**src/rtl/uart_rx_pkg.sv**
```systemverilog
package uart_rx_pkg;
  localparam int NFLAG = 3;

  typedef enum logic [2:0] {
    PM_EVEN  = 3'd0,
    PM_ODD   = 3'd1,
    PM_SPACE = 3'd2,
    PM_MARK  = 3'd3,
    PM_NONE  = 3'd4
  } par_mode_e;

  typedef enum logic [2:0] {
    S_IDLE, S_START, S_DATA, S_PAR, S_STOP
  } rx_state_e;

  function automatic logic par_enabled(input logic [2:0] mode);
    return (mode < 3'd4);
  endfunction

  function automatic logic par_expect(input logic [2:0] mode, input logic [7:0] d);
    case (mode)
      PM_EVEN:  return ^d;
      PM_ODD:   return ~^d;
      PM_SPACE: return 1'b0;
      PM_MARK:  return 1'b1;
      default:  return 1'b0;
    endcase
  endfunction
endpackage

```
**src/rtl/uart_rx_sync.sv**
```systemverilog
module uart_rx_sync #(
  parameter int STAGES = 2
) (
  input  logic clk,
  input  logic rst_n,
  input  logic din,
  output logic dout
);
  logic [STAGES-1:0] q;

  always_ff @(posedge clk) begin
    if (!rst_n) q <= '1;
    else        q <= {q[STAGES-2:0], din};
  end

  assign dout = q[STAGES-1];
endmodule

```
**src/rtl/uart_rx_bitrec.sv**
```systemverilog
module uart_rx_bitrec
  import uart_rx_pkg::*;
#(
  parameter int DATA_W = 8,
  parameter int OSR    = 16
) (
  input  logic              clk,
  input  logic              rst_n,
  input  logic              tick,
  input  logic              line,
  input  logic [2:0]        par_mode,
  output logic              done,
  output logic [DATA_W-1:0] data,
  output logic              par_bad
);
  localparam int CW  = $clog2(OSR);
  localparam int BW  = $clog2(DATA_W);
  localparam logic [CW-1:0] MID  = CW'(OSR/2 - 1);
  localparam logic [CW-1:0] LAST = CW'(OSR - 1);
  localparam logic [BW-1:0] LASTBIT = BW'(DATA_W - 1);

  rx_state_e         state;
  logic [CW-1:0]     cnt;
  logic [BW-1:0]     bidx;
  logic [DATA_W-1:0] shreg;
  logic              pbad_r;

  always_ff @(posedge clk) begin
    if (!rst_n) begin
      state  <= S_IDLE;
      cnt    <= '0;
      bidx   <= '0;
      shreg  <= '0;
      pbad_r <= 1'b0;
      done   <= 1'b0;
    end else begin
      done <= 1'b0;
      if (tick) begin
        case (state)
          S_IDLE: begin
            cnt <= '0;
            if (!line) begin
              state  <= S_START;
              pbad_r <= 1'b0;
            end
          end
          S_START: begin
            if (cnt == MID) begin
              cnt   <= '0;
              bidx  <= '0;
              state <= line ? S_IDLE : S_DATA;
            end else cnt <= cnt + 1'b1;
          end
          S_DATA: begin
            if (cnt == LAST) begin
              cnt   <= '0;
              shreg <= {line, shreg[DATA_W-1:1]};
              if (bidx == LASTBIT)
                state <= par_enabled(par_mode) ? S_PAR : S_STOP;
              else
                bidx <= bidx + 1'b1;
            end else cnt <= cnt + 1'b1;
          end
          S_PAR: begin
            if (cnt == LAST) begin
              cnt    <= '0;
              pbad_r <= (line != par_expect(par_mode, shreg));
              state  <= S_STOP;
            end else cnt <= cnt + 1'b1;
          end
          S_STOP: begin
            if (cnt == LAST) begin
              cnt   <= '0;
              done  <= 1'b1;
              state <= S_IDLE;
            end else cnt <= cnt + 1'b1;
          end
          default: state <= S_IDLE;
        endcase
      end
    end
  end

  assign data    = shreg;
  assign par_bad = pbad_r;
endmodule

```
**src/rtl/uart_rx_status.sv**
```systemverilog
module uart_rx_status #(
  parameter int DATA_W = 8
) (
  input  logic              clk,
  input  logic              rst_n,
  input  logic              load,
  input  logic [DATA_W-1:0] load_data,
  input  logic              load_perr,
  input  logic              rd,
  input  logic              clr,
  output logic [DATA_W-1:0] hold,
  output logic              rdy,
  output logic              ovr,
  output logic              perr
);
  always_ff @(posedge clk) begin
    if (!rst_n) begin
      hold <= '0;
      rdy  <= 1'b0;
      ovr  <= 1'b0;
      perr <= 1'b0;
    end else begin
      if (load)      hold <= load_data;

      if (load)      rdy <= 1'b1;
      else if (rd)   rdy <= 1'b0;

      if (load && rdy) ovr <= 1'b1;
      else if (clr)    ovr <= 1'b0;

      if (load && load_perr) perr <= 1'b1;
      else if (clr)          perr <= 1'b0;
    end
  end
endmodule

```
**src/rtl/uart_rx_core.sv**
```systemverilog
module uart_rx_core
  import uart_rx_pkg::*;
#(
  parameter int DATA_W    = 8,
  parameter int OSR       = 16,
  parameter int SYNC_DEPTH = 2
) (
  input  logic              clk,
  input  logic              rst_n,
  input  logic              sample_tick,
  input  logic              rx_line,
  input  logic [2:0]        par_mode,
  input  logic [NFLAG-1:0]  irq_mask,
  input  logic              hold_rd,
  input  logic              rst_status,
  output logic [DATA_W-1:0] hold_data,
  output logic              flag_ready,
  output logic              flag_overrun,
  output logic              flag_parity,
  output logic              irq
);
  logic              line_s;
  logic              char_done;
  logic [DATA_W-1:0] char_data;
  logic              char_pbad;

  uart_rx_sync #(.STAGES(SYNC_DEPTH)) u_sync (
    .clk(clk), .rst_n(rst_n), .din(rx_line), .dout(line_s)
  );

  uart_rx_bitrec #(.DATA_W(DATA_W), .OSR(OSR)) u_rec (
    .clk(clk), .rst_n(rst_n), .tick(sample_tick), .line(line_s),
    .par_mode(par_mode), .done(char_done), .data(char_data), .par_bad(char_pbad)
  );

  uart_rx_status #(.DATA_W(DATA_W)) u_stat (
    .clk(clk), .rst_n(rst_n), .load(char_done), .load_data(char_data),
    .load_perr(char_pbad), .rd(hold_rd), .clr(rst_status),
    .hold(hold_data), .rdy(flag_ready), .ovr(flag_overrun), .perr(flag_parity)
  );

  assign irq = |({flag_parity, flag_overrun, flag_ready} & irq_mask);
endmodule

```
**config.mk**
```make
export PLATFORM = sky130hd
export DESIGN_NAME = uart_rx_core
export DESIGN_NICKNAME = d
export VERILOG_FILES = /design/src/rtl/uart_rx_pkg.sv /design/src/rtl/uart_rx_sync.sv /design/src/rtl/uart_rx_bitrec.sv /design/src/rtl/uart_rx_status.sv /design/src/rtl/uart_rx_core.sv
export SDC_FILE = /design/constraint.sdc
export NUM_CORES = 1
export LEC_CHECK = 0
export BUFFER_PORTS_ARGS = -buffer_cell sky130_fd_sc_hd__buf_2
export CORE_ASPECT_RATIO = 1.1
export CORE_MARGIN = 3
export CORE_UTILIZATION = 55
export CTS_BUF_LIST = sky130_fd_sc_hd__clkbuf_8 sky130_fd_sc_hd__clkbuf_16
export CTS_CLUSTER_SIZE = 30
export DETAILED_ROUTE_END_ITERATION = 8
export HOLD_SLACK_MARGIN = 0.12
export PLACE_DENSITY = 0.77
export SYNTH_ARGS = -nofsm -noshare
export SYNTH_HDL_FRONTEND = slang
export SYNTH_HIERARCHICAL = 1
export SYNTH_SLANG_ARGS = --single-unit
```
**constraint.sdc**
```tcl
create_clock -name clk -period 2.39 [get_ports clk]
set_clock_uncertainty 0.1 [all_clocks]
set_input_delay 0.478 -clock clk [delete_from_list [all_inputs] [get_ports clk]]
set_output_delay 0.478 -clock clk [all_outputs]
set_load 0.05 [all_outputs]
```
==> results of run 1 <==
-- sequential cells by signal, indices dropped and copies added, names as in the netlist --
signal         count
u_rec/cnt          4
u_rec/bidx         3
u_rec/done         1
u_stat/ovr         1
u_rec/par_bad      1
u_stat/hold        8
u_stat/rdy         1
u_sync/q           2
u_rec/data         8
u_stat/perr        1
u_rec/state        3
-- power breakdown --
part	leakage, nW	internal [W]	switching (W)
Clock	0.0485	0.000224	0.000182
Sequential	0.266	0.000553	0.00000579
Combinational	0.367	0.0000241	0.0000230
Total	0.682	0.000801	0.000211
-- area by class of cell --
type	instances	area, µm²	area share, %
clock buffers	6	82.6	4.58
clock inverters	1	3.75	0.208
inverters	1	3.75	0.208
multi-input cells	132	891	49.4
flip-flops and latches	33	661	36.6
well taps	31	38.8	2.15
repair buffers	24	123	6.80
-- kinds of logic after synthesis --
family / synth area share (%)
AND/OR/NAND/NOR: 26.5
flip-flops: 41.3
AO/OA/AOI/OAI: 11.2
multiplexers: 11.9
buffers and inverters: 2.90
XOR/XNOR: 3.84
adder cells (fa/ha/maj): 2.35
-- per-layer routing --
metal / track usage (%) / routed length (µm)
met4: 6.09 / 38
met5: 0 / 0
met3: 5.58 / 124
met2: 32.5 / 1540
met1: 19.5 / 1280
-- metrics by stage --
stage,std cells,hold WS [ns],worst slack (ns),instance area (µm²)
floorplan,173,0.286,0.575,1600
global placement,221,0.303,0.498,1720
detailed placement,221,0.311,0.465,1720
CTS,228,0.268,0.449,1800
global route,228,0.263,0.305,1800
finish,228,0.275,0.429,1800
-- final timing paths --
check | startpoint | cells past startpoint | end
worst min register to register | u_sync/q[0]$_SDFF_PN1_ | 1 | u_sync/q[1]$_SDFF_PN1_
worst max-delay path | u_rec/cnt[0]$_SDFFE_PN0P_ | 6 | u_rec/data[6]$_SDFFE_PN0P_
worst min-delay path | rx_line | 2 | u_sync/q[0]$_SDFF_PN1_
worst max register to register | u_rec/cnt[0]$_SDFFE_PN0P_ | 6 | u_rec/data[6]$_SDFFE_PN0P_
-- cells in the mapped netlist --
| cell | instances | area share, % |
|---|---|---|
| nand4_1 | 1 | 0.39 |
| inv_1 | 1 | 0.23 |
| nor2_1 | 7 | 1.6 |
| and3_1 | 3 | 1.2 |
| a21boi_1 | 1 | 0.47 |
| o32ai_1 | 1 | 0.55 |
| nand2_1 | 14 | 3.3 |
| nand2b_1 | 7 | 2.7 |
| o21a_1 | 3 | 1.4 |
| a222oi_1 | 1 | 0.63 |
| clkbuf_1 | 4 | 0.94 |
| dfxtp_1 | 33 | 41 |
| xor2_1 | 2 | 1.1 |
| nor2b_1 | 24 | 9.4 |
| or2b_2 | 1 | 0.55 |
| nor3_1 | 5 | 1.6 |
| buf_6 | 2 | 1.4 |
| ha_1 | 3 | 2.3 |
| a211oi_1 | 1 | 0.47 |
| and2b_1 | 2 | 0.94 |
| xnor2_1 | 5 | 2.7 |
| o311a_1 | 1 | 0.63 |
| or3_1 | 2 | 0.78 |
| o211ai_1 | 1 | 0.47 |
| buf_2 | 1 | 0.31 |
| a21boi_0 | 2 | 0.94 |
| and2_1 | 2 | 0.78 |
| mux2i_1 | 19 | 12 |
| o21ai_1 | 4 | 1.3 |
| nor4_1 | 1 | 0.39 |
| nand3_1 | 4 | 1.3 |
| a21oi_1 | 8 | 2.5 |
| a31o_1 | 1 | 0.55 |
| a2111o_1 | 1 | 0.70 |
| or4_4 | 1 | 0.70 |
| nor2_2 | 1 | 0.39 |
| nor3b_1 | 1 | 0.47 |
| o21ai_0 | 2 | 0.63 |
==> run summary, run 1 <==
status - finished, final reports clean
clock tree sinks - 33
worst path cell trace - ha_1 > and3_1 > nand2_1 > nor2_2 > mux2i_1 > nor2b_1
total global routing overflow - 0
crit path kind - reg2reg
input/output buffers - 23
Total GRT Usage - 18.1%
Antenna Nets Post-Route - 0
largest net degree at the start of global routing - 35
CP max FO - 8
total negative slack - 0 ns
Netlist cell types - 38
H-tree Lvls - 2
Die W - 57.4 µm
CP endpoint kind - flip-flop
post-layout util - 68.3%
Via Count - 1268
DRT Pass-1 Iters - 4
sequential share of the synthesized area - 41.3%
Rel. slew slack - 62.8%
P&R area growth vs syn - 12.8%
final worst path period share - 82.0%
CTS Buf Count - 5
cells after synthesis - 173
Worst-Margin Slew - 0.557 ns
WP buf/inv - 0
maximum VDD drop - 444 µV
Tmin final - 1.96 ns
syn_nets - 188
LEAKAGE - 0.682 nW
Worst-path clk slew - 0.06 ns
Nets - 212
Max Cap Viol - 0
Die Y - 62.5 µm
fmax - 510 MHz
clock root buffer master - clkbuf_8
most frequent cells in the layout - dfxtp_1 (33), nor2b_1 (24), buf_2 (23)
Wirelength per Cell - 13.1 µm
PD cells - 561 mW/mm²
vias per cell - 5.56
initial antenna violation count - 0
initial drt markers - 36
YS warnings - 6
Post-CTS Hold Buffers - 0
detailed placer's ending HPWL - 2.09 mm
Final Wtd Congestion - 0.792
drt total wl - 2.98 mm
FF-to-FF setup slack - 0.43 ns
Final Hold Vio Count - 0
Avg Inst Size Synth - 9.24 µm²
Row Count - 19
crit-path max cell delay - 0.44 ns
Worst Path Required - 2.46 ns
Startpoint Class - flip-flop
Cell Area, Synth - 0.00160 mm²
clk_lat worst skew - 0.28 ns
Critical Path AT - 2.03 ns
Synth Register Bits - 33
RSZ-0062 raised after global routing - false
Die Area - 0.00359 mm²
Crit path max-delay family - simple AND/OR/NAND/NOR gates
Layout fillers - 228
Tot Pwr - 0.00101 W
floorplan core area - 0.00264 mm²
Slowest-stage cell, CP - nor2_2
first-pass GRT wire length - 5.18 mm
CTS tree - yes
ANT cells - 0
clock buffer depth - 2
hold crit path type - in2reg
max-slew violation count - 0
share of cells above drive strength 1 - 16.8%
commonest non-fill, non-tap cell in the layout - dfxtp_1
# IOs - 24
Post-route DRC - 0
Post-CTS Setup Repair Bufs - 0
initial core utilization - 60.6%
final setup vio count - 0
vias in the first global route - 1205
PostCTS Resize Cnt - 0
(Power assumes the default switching activity.)
==> run 2: changes to the inputs <==
--- a/config.mk
+++ b/config.mk
@@ -5,15 +5,16 @@
 export SDC_FILE = /design/constraint.sdc
 export NUM_CORES = 1
 export LEC_CHECK = 0
+export ABC_AREA = 1
 export BUFFER_PORTS_ARGS = -buffer_cell sky130_fd_sc_hd__buf_2
 export CORE_ASPECT_RATIO = 1.1
 export CORE_MARGIN = 3
-export CORE_UTILIZATION = 55
+export CORE_UTILIZATION = 50
 export CTS_BUF_LIST = sky130_fd_sc_hd__clkbuf_8 sky130_fd_sc_hd__clkbuf_16
 export CTS_CLUSTER_SIZE = 30
 export DETAILED_ROUTE_END_ITERATION = 8
 export HOLD_SLACK_MARGIN = 0.12
-export PLACE_DENSITY = 0.77
+export PLACE_DENSITY = 0.74
 export SYNTH_ARGS = -nofsm -noshare
 export SYNTH_HDL_FRONTEND = slang
 export SYNTH_HIERARCHICAL = 1
==> constraint.sdc (replaced) <==
create_clock -name clk -period 1.8 [get_ports clk]
set_clock_uncertainty 0.1 [all_clocks]
set_input_delay 0.36 -clock clk [delete_from_list [all_inputs] [get_ports clk]]
set_output_delay 0.36 -clock clk [all_outputs]
set_load 0.05 [all_outputs]
==> run 2 against run 1 <==
Net effect:
- critical path depth up 1
- combinational power rose to 8.2 times the previous value
- sequential cell count unchanged
- synthesized cell count up 35%
- count of clock-buffer cells in the layout up 1
- register-to-register slack worse by 0.29 ns
- final area up 8.2%
- maximum frequency up 18%
- cell count up 32%
- clock power up 50%
- sequential share of layout area down 2.5 points
- critical endpoint is now u_rec/state[1]$_SDFFE_PN0P_
- largest power group unchanged
==> run summary, run 2 <==
crit path kind - reg2reg
CTS tree - yes
Hold Path Origin - rx_line
sequential share of the synthesized area - 41.0% (-0.32 points)
total global routing overflow - 0 (unchanged)
synth top area cells - dfxtp_1 (41%), nand2_1 (15%), nor2_1 (5.8%)
final setup vio count - 0 (unchanged)
Flop pwr share - 44.5% (-11 points)
Tmin final - 1.66 ns (-0.297 ns)
commonest non-fill, non-tap cell in the layout - nand2_1
first-pass GRT wire length - 5.96 mm (+15%)
clock buffer depth - 2 (unchanged)
final worst path period share - 92.4% (+10 points)
Avg Inst Size Synth - 6.91 µm² (-25%)
number of synthesized flops with an enable pin - 0 (unchanged)
FF-to-FF setup slack - 0.14 ns (-0.29 ns)
share of cells above drive strength 1 - 22.3% (+5.6 points)
CP endpoint kind - flip-flop
Netlist cell types - 29 (-24%)
Total GRT Usage - 20.2% (+2.2 points)
xor/xnor share of the synthesized area - 1.09% (-2.7 points)
R2R depth - 7 (+1)
Post-synth ARST share - 0% (unchanged)
Cell Area, Synth - 0.00161 mm² (+0.78%)
Rel. slew slack - 70.2% (+7.4 points)
Worst-path clk slew - 0.06 ns (about the same)
main combinational cell family by area after synthesis - simple AND/OR/NAND/NOR gates
Synth Register Bits - 33 (unchanged)
largest area contributor in the netlist - dfxtp_1
detailed placer's ending HPWL - 2.36 mm (+13%)
drt total wl - 3.42 mm (+15%)
Final Hold Vio Count - 0 (unchanged)
Post-route DRC - 0 (unchanged)
clock tree sinks - 33 (unchanged)
floorplan core area - 0.00293 mm² (+11%)
input/output buffers - 23 (unchanged)
Clk pwr share - 34.0% (-6.1 points)
Gate power share - 21.5% (+17 points)
Max Cap Viol - 0 (unchanged)
total negative slack - 0 ns (unchanged)
# IOs - 24 (unchanged)
vias per cell - 5.21 (-6.4%)
most frequent cells in the layout - nand2_1 (65), dfxtp_1 (29), nor2_1 (25)
mux share of post-synthesis cell area - 0% (-12 points)
Nets - 283 (+33%)
clk_lat worst skew - 0.29 ns (about the same)
Startpoint Class - flip-flop
Critical Path AT - 1.75 ns (-0.28 ns)
DRT Pass-1 Iters - 4 (unchanged)
syn_nets - 248 (+32%)
Post-CTS Hold Buffers - 0 (unchanged)
maximum VDD drop - 924 µV (+110%)
fmax - 601 MHz (+18%)
synth cell count leaders - nand2_1 (66), dfxtp_1 (33), nor2_1 (25)
PD cells - 916 mW/mm² (+63%)
vias in the first global route - 1413 (+17%)
hold crit path type - in2reg
initial antenna violation count - 0 (unchanged)
internal power - 0.00126 W (+57%)
sink of the worst hold path - u_sync/q[0]$_SDFF_PN1_
clock root buffer master - clkbuf_8
Fin Hold WS - 0.138 ns (-0.136 ns)
largest net degree at the start of global routing - 23 (-34%)
YS warnings - 6 (unchanged)
CP max FO - 6 (-2)
Sw Pwr - 0.000529 W (+150%)
Wirelength per Cell - 11.3 µm (-13%)
cells after synthesis - 233 (+35%)
Via Count - 1572 (+24%)
top cell type's share of synthesized area - 41.0% (-0.32 points)
Die W - 60.1 µm (+4.7%)
Row Count - 20 (+1)
Synth Area in Simple Gates - 32.8% (+6.3 points)
Antenna Nets Post-Route - 0 (unchanged)
initial core utilization - 55.0% (-5.6 points)
CTS Buf Count - 5 (unchanged)
H-tree Lvls - 2 (unchanged)
Synth Area in Compound Gates - 15.0% (+3.8 points)
worst r2r dst - u_rec/state[1]$_SDFFE_PN0P_
status - finished, final reports clean
P&R area growth vs syn - 21.1%
adder-cell share of the synthesized area - 2.33% (-0.018 points)
Worst Path Required - 1.89 ns (-0.57 ns)
Die Area - 0.00394 mm² (+9.7%)
switching share of power - 29.6% (+8.8 points)
WHS Path Cells - 3 (+1)
Worst-Margin Slew - 0.444 ns (-0.114 ns)
Final Wtd Congestion - 0.854 (+7.8%)
count leader, synth - nand2_1
max-slew violation count - 0 (unchanged)
Synth Flop Type - dfxtp_1
ANT cells - 0 (unchanged)
Die Y - 65.5 µm (+4.8%)
LEAKAGE - 0.926 nW (+36%)
reg2reg start - u_rec/cnt[0]$_SDFFE_PN0P_
initial drt markers - 86 (+140%)
run 2: how the worst max path moves through the flow:
stage | to | depth (start not counted) | startpoint
finish | u_rec/state[1]$_SDFFE_PN0P_ | 7 | u_rec/cnt[0]$_SDFFE_PN0P_
global route | u_rec/state[1]$_SDFFE_PN0P_ | 7 | u_rec/cnt[0]$_SDFFE_PN0P_
CTS | u_rec/state[1]$_SDFFE_PN0P_ | 7 | u_rec/cnt[0]$_SDFFE_PN0P_
detailed placement | u_rec/state[1]$_SDFFE_PN0P_ | 7 | u_rec/cnt[0]$_SDFFE_PN0P_
global placement | u_rec/state[1]$_SDFFE_PN0P_ | 7 | u_rec/cnt[0]$_SDFFE_PN0P_
floorplan | irq | 2 | u_stat/ovr$_SDFFE_PN0P_
run 2: metrics by stage:
step	utilization (%)	std cells	instance area (µm²)	total power, W	worst slack, ns
floorplan	-	233	1610	0.00105	0.201
global placement	61.4	291	1800	0.00114	0.116
global route	66.6	302	1950	0.00189	-0.00916
CTS	64.9	299	1900	0.00175	0.0537
finish	66.6	302	1950	0.00179	0.137
detailed placement	61.4	291	1800	0.00114	0.0674
run 2: cells by family after synthesis:
| family | after synthesis |
|---|---|
| fa+ha+maj | 3 |
| simple gates | 118 |
| xor+xnor | 2 |
| buf+inv | 31 |
| flops | 33 |
| compound gates | 46 |
run 2: timing repair:
action | CTS | global route
resized for setup | 0 | 10
setup buffers | 0 | 3
endpoints found under the setup margin | 0 | 5
run 2: worst max-delay path, stage by stage, from the launching register on:
cell,delay [ns]
dfxtp_2,0.38
ha_4,0.15
nand2_1,0.08
o21ai_2,0.19
nand2_2,0.11
nor3_4,0.26
nor2_1,0.07
a311oi_1,0.23
run 2: metal layers:
metal	track usage [%]	wire length, µm
met3	6.48	217
met5	0	0
met2	31.5	1500
met1	25.2	1660
met4	8.86	51
run 2: power groups by stage:
stage	Combinational, W	Sequential, W	Clock (W)
2_1_floorplan	0.000242	0.000803	0
3_3_place_gp	0.000331	0.000805	0
3_5_place_dp	0.000338	0.000805	0
4_1_cts	0.000338	0.000789	0.000623
5_1_grt	0.000435	0.000800	0.000659
6_report	0.000384	0.000796	0.000607
run 2: cell type report:
cell class              count  area [µm²]
clock buffers               7        96.3
flip-flops and latches     33         666
clock inverters             1        5.00
repair buffers             31         188
fillers                   237         977
inverters                  28         106
well taps                  33        41.3
multi-input cells         169         848
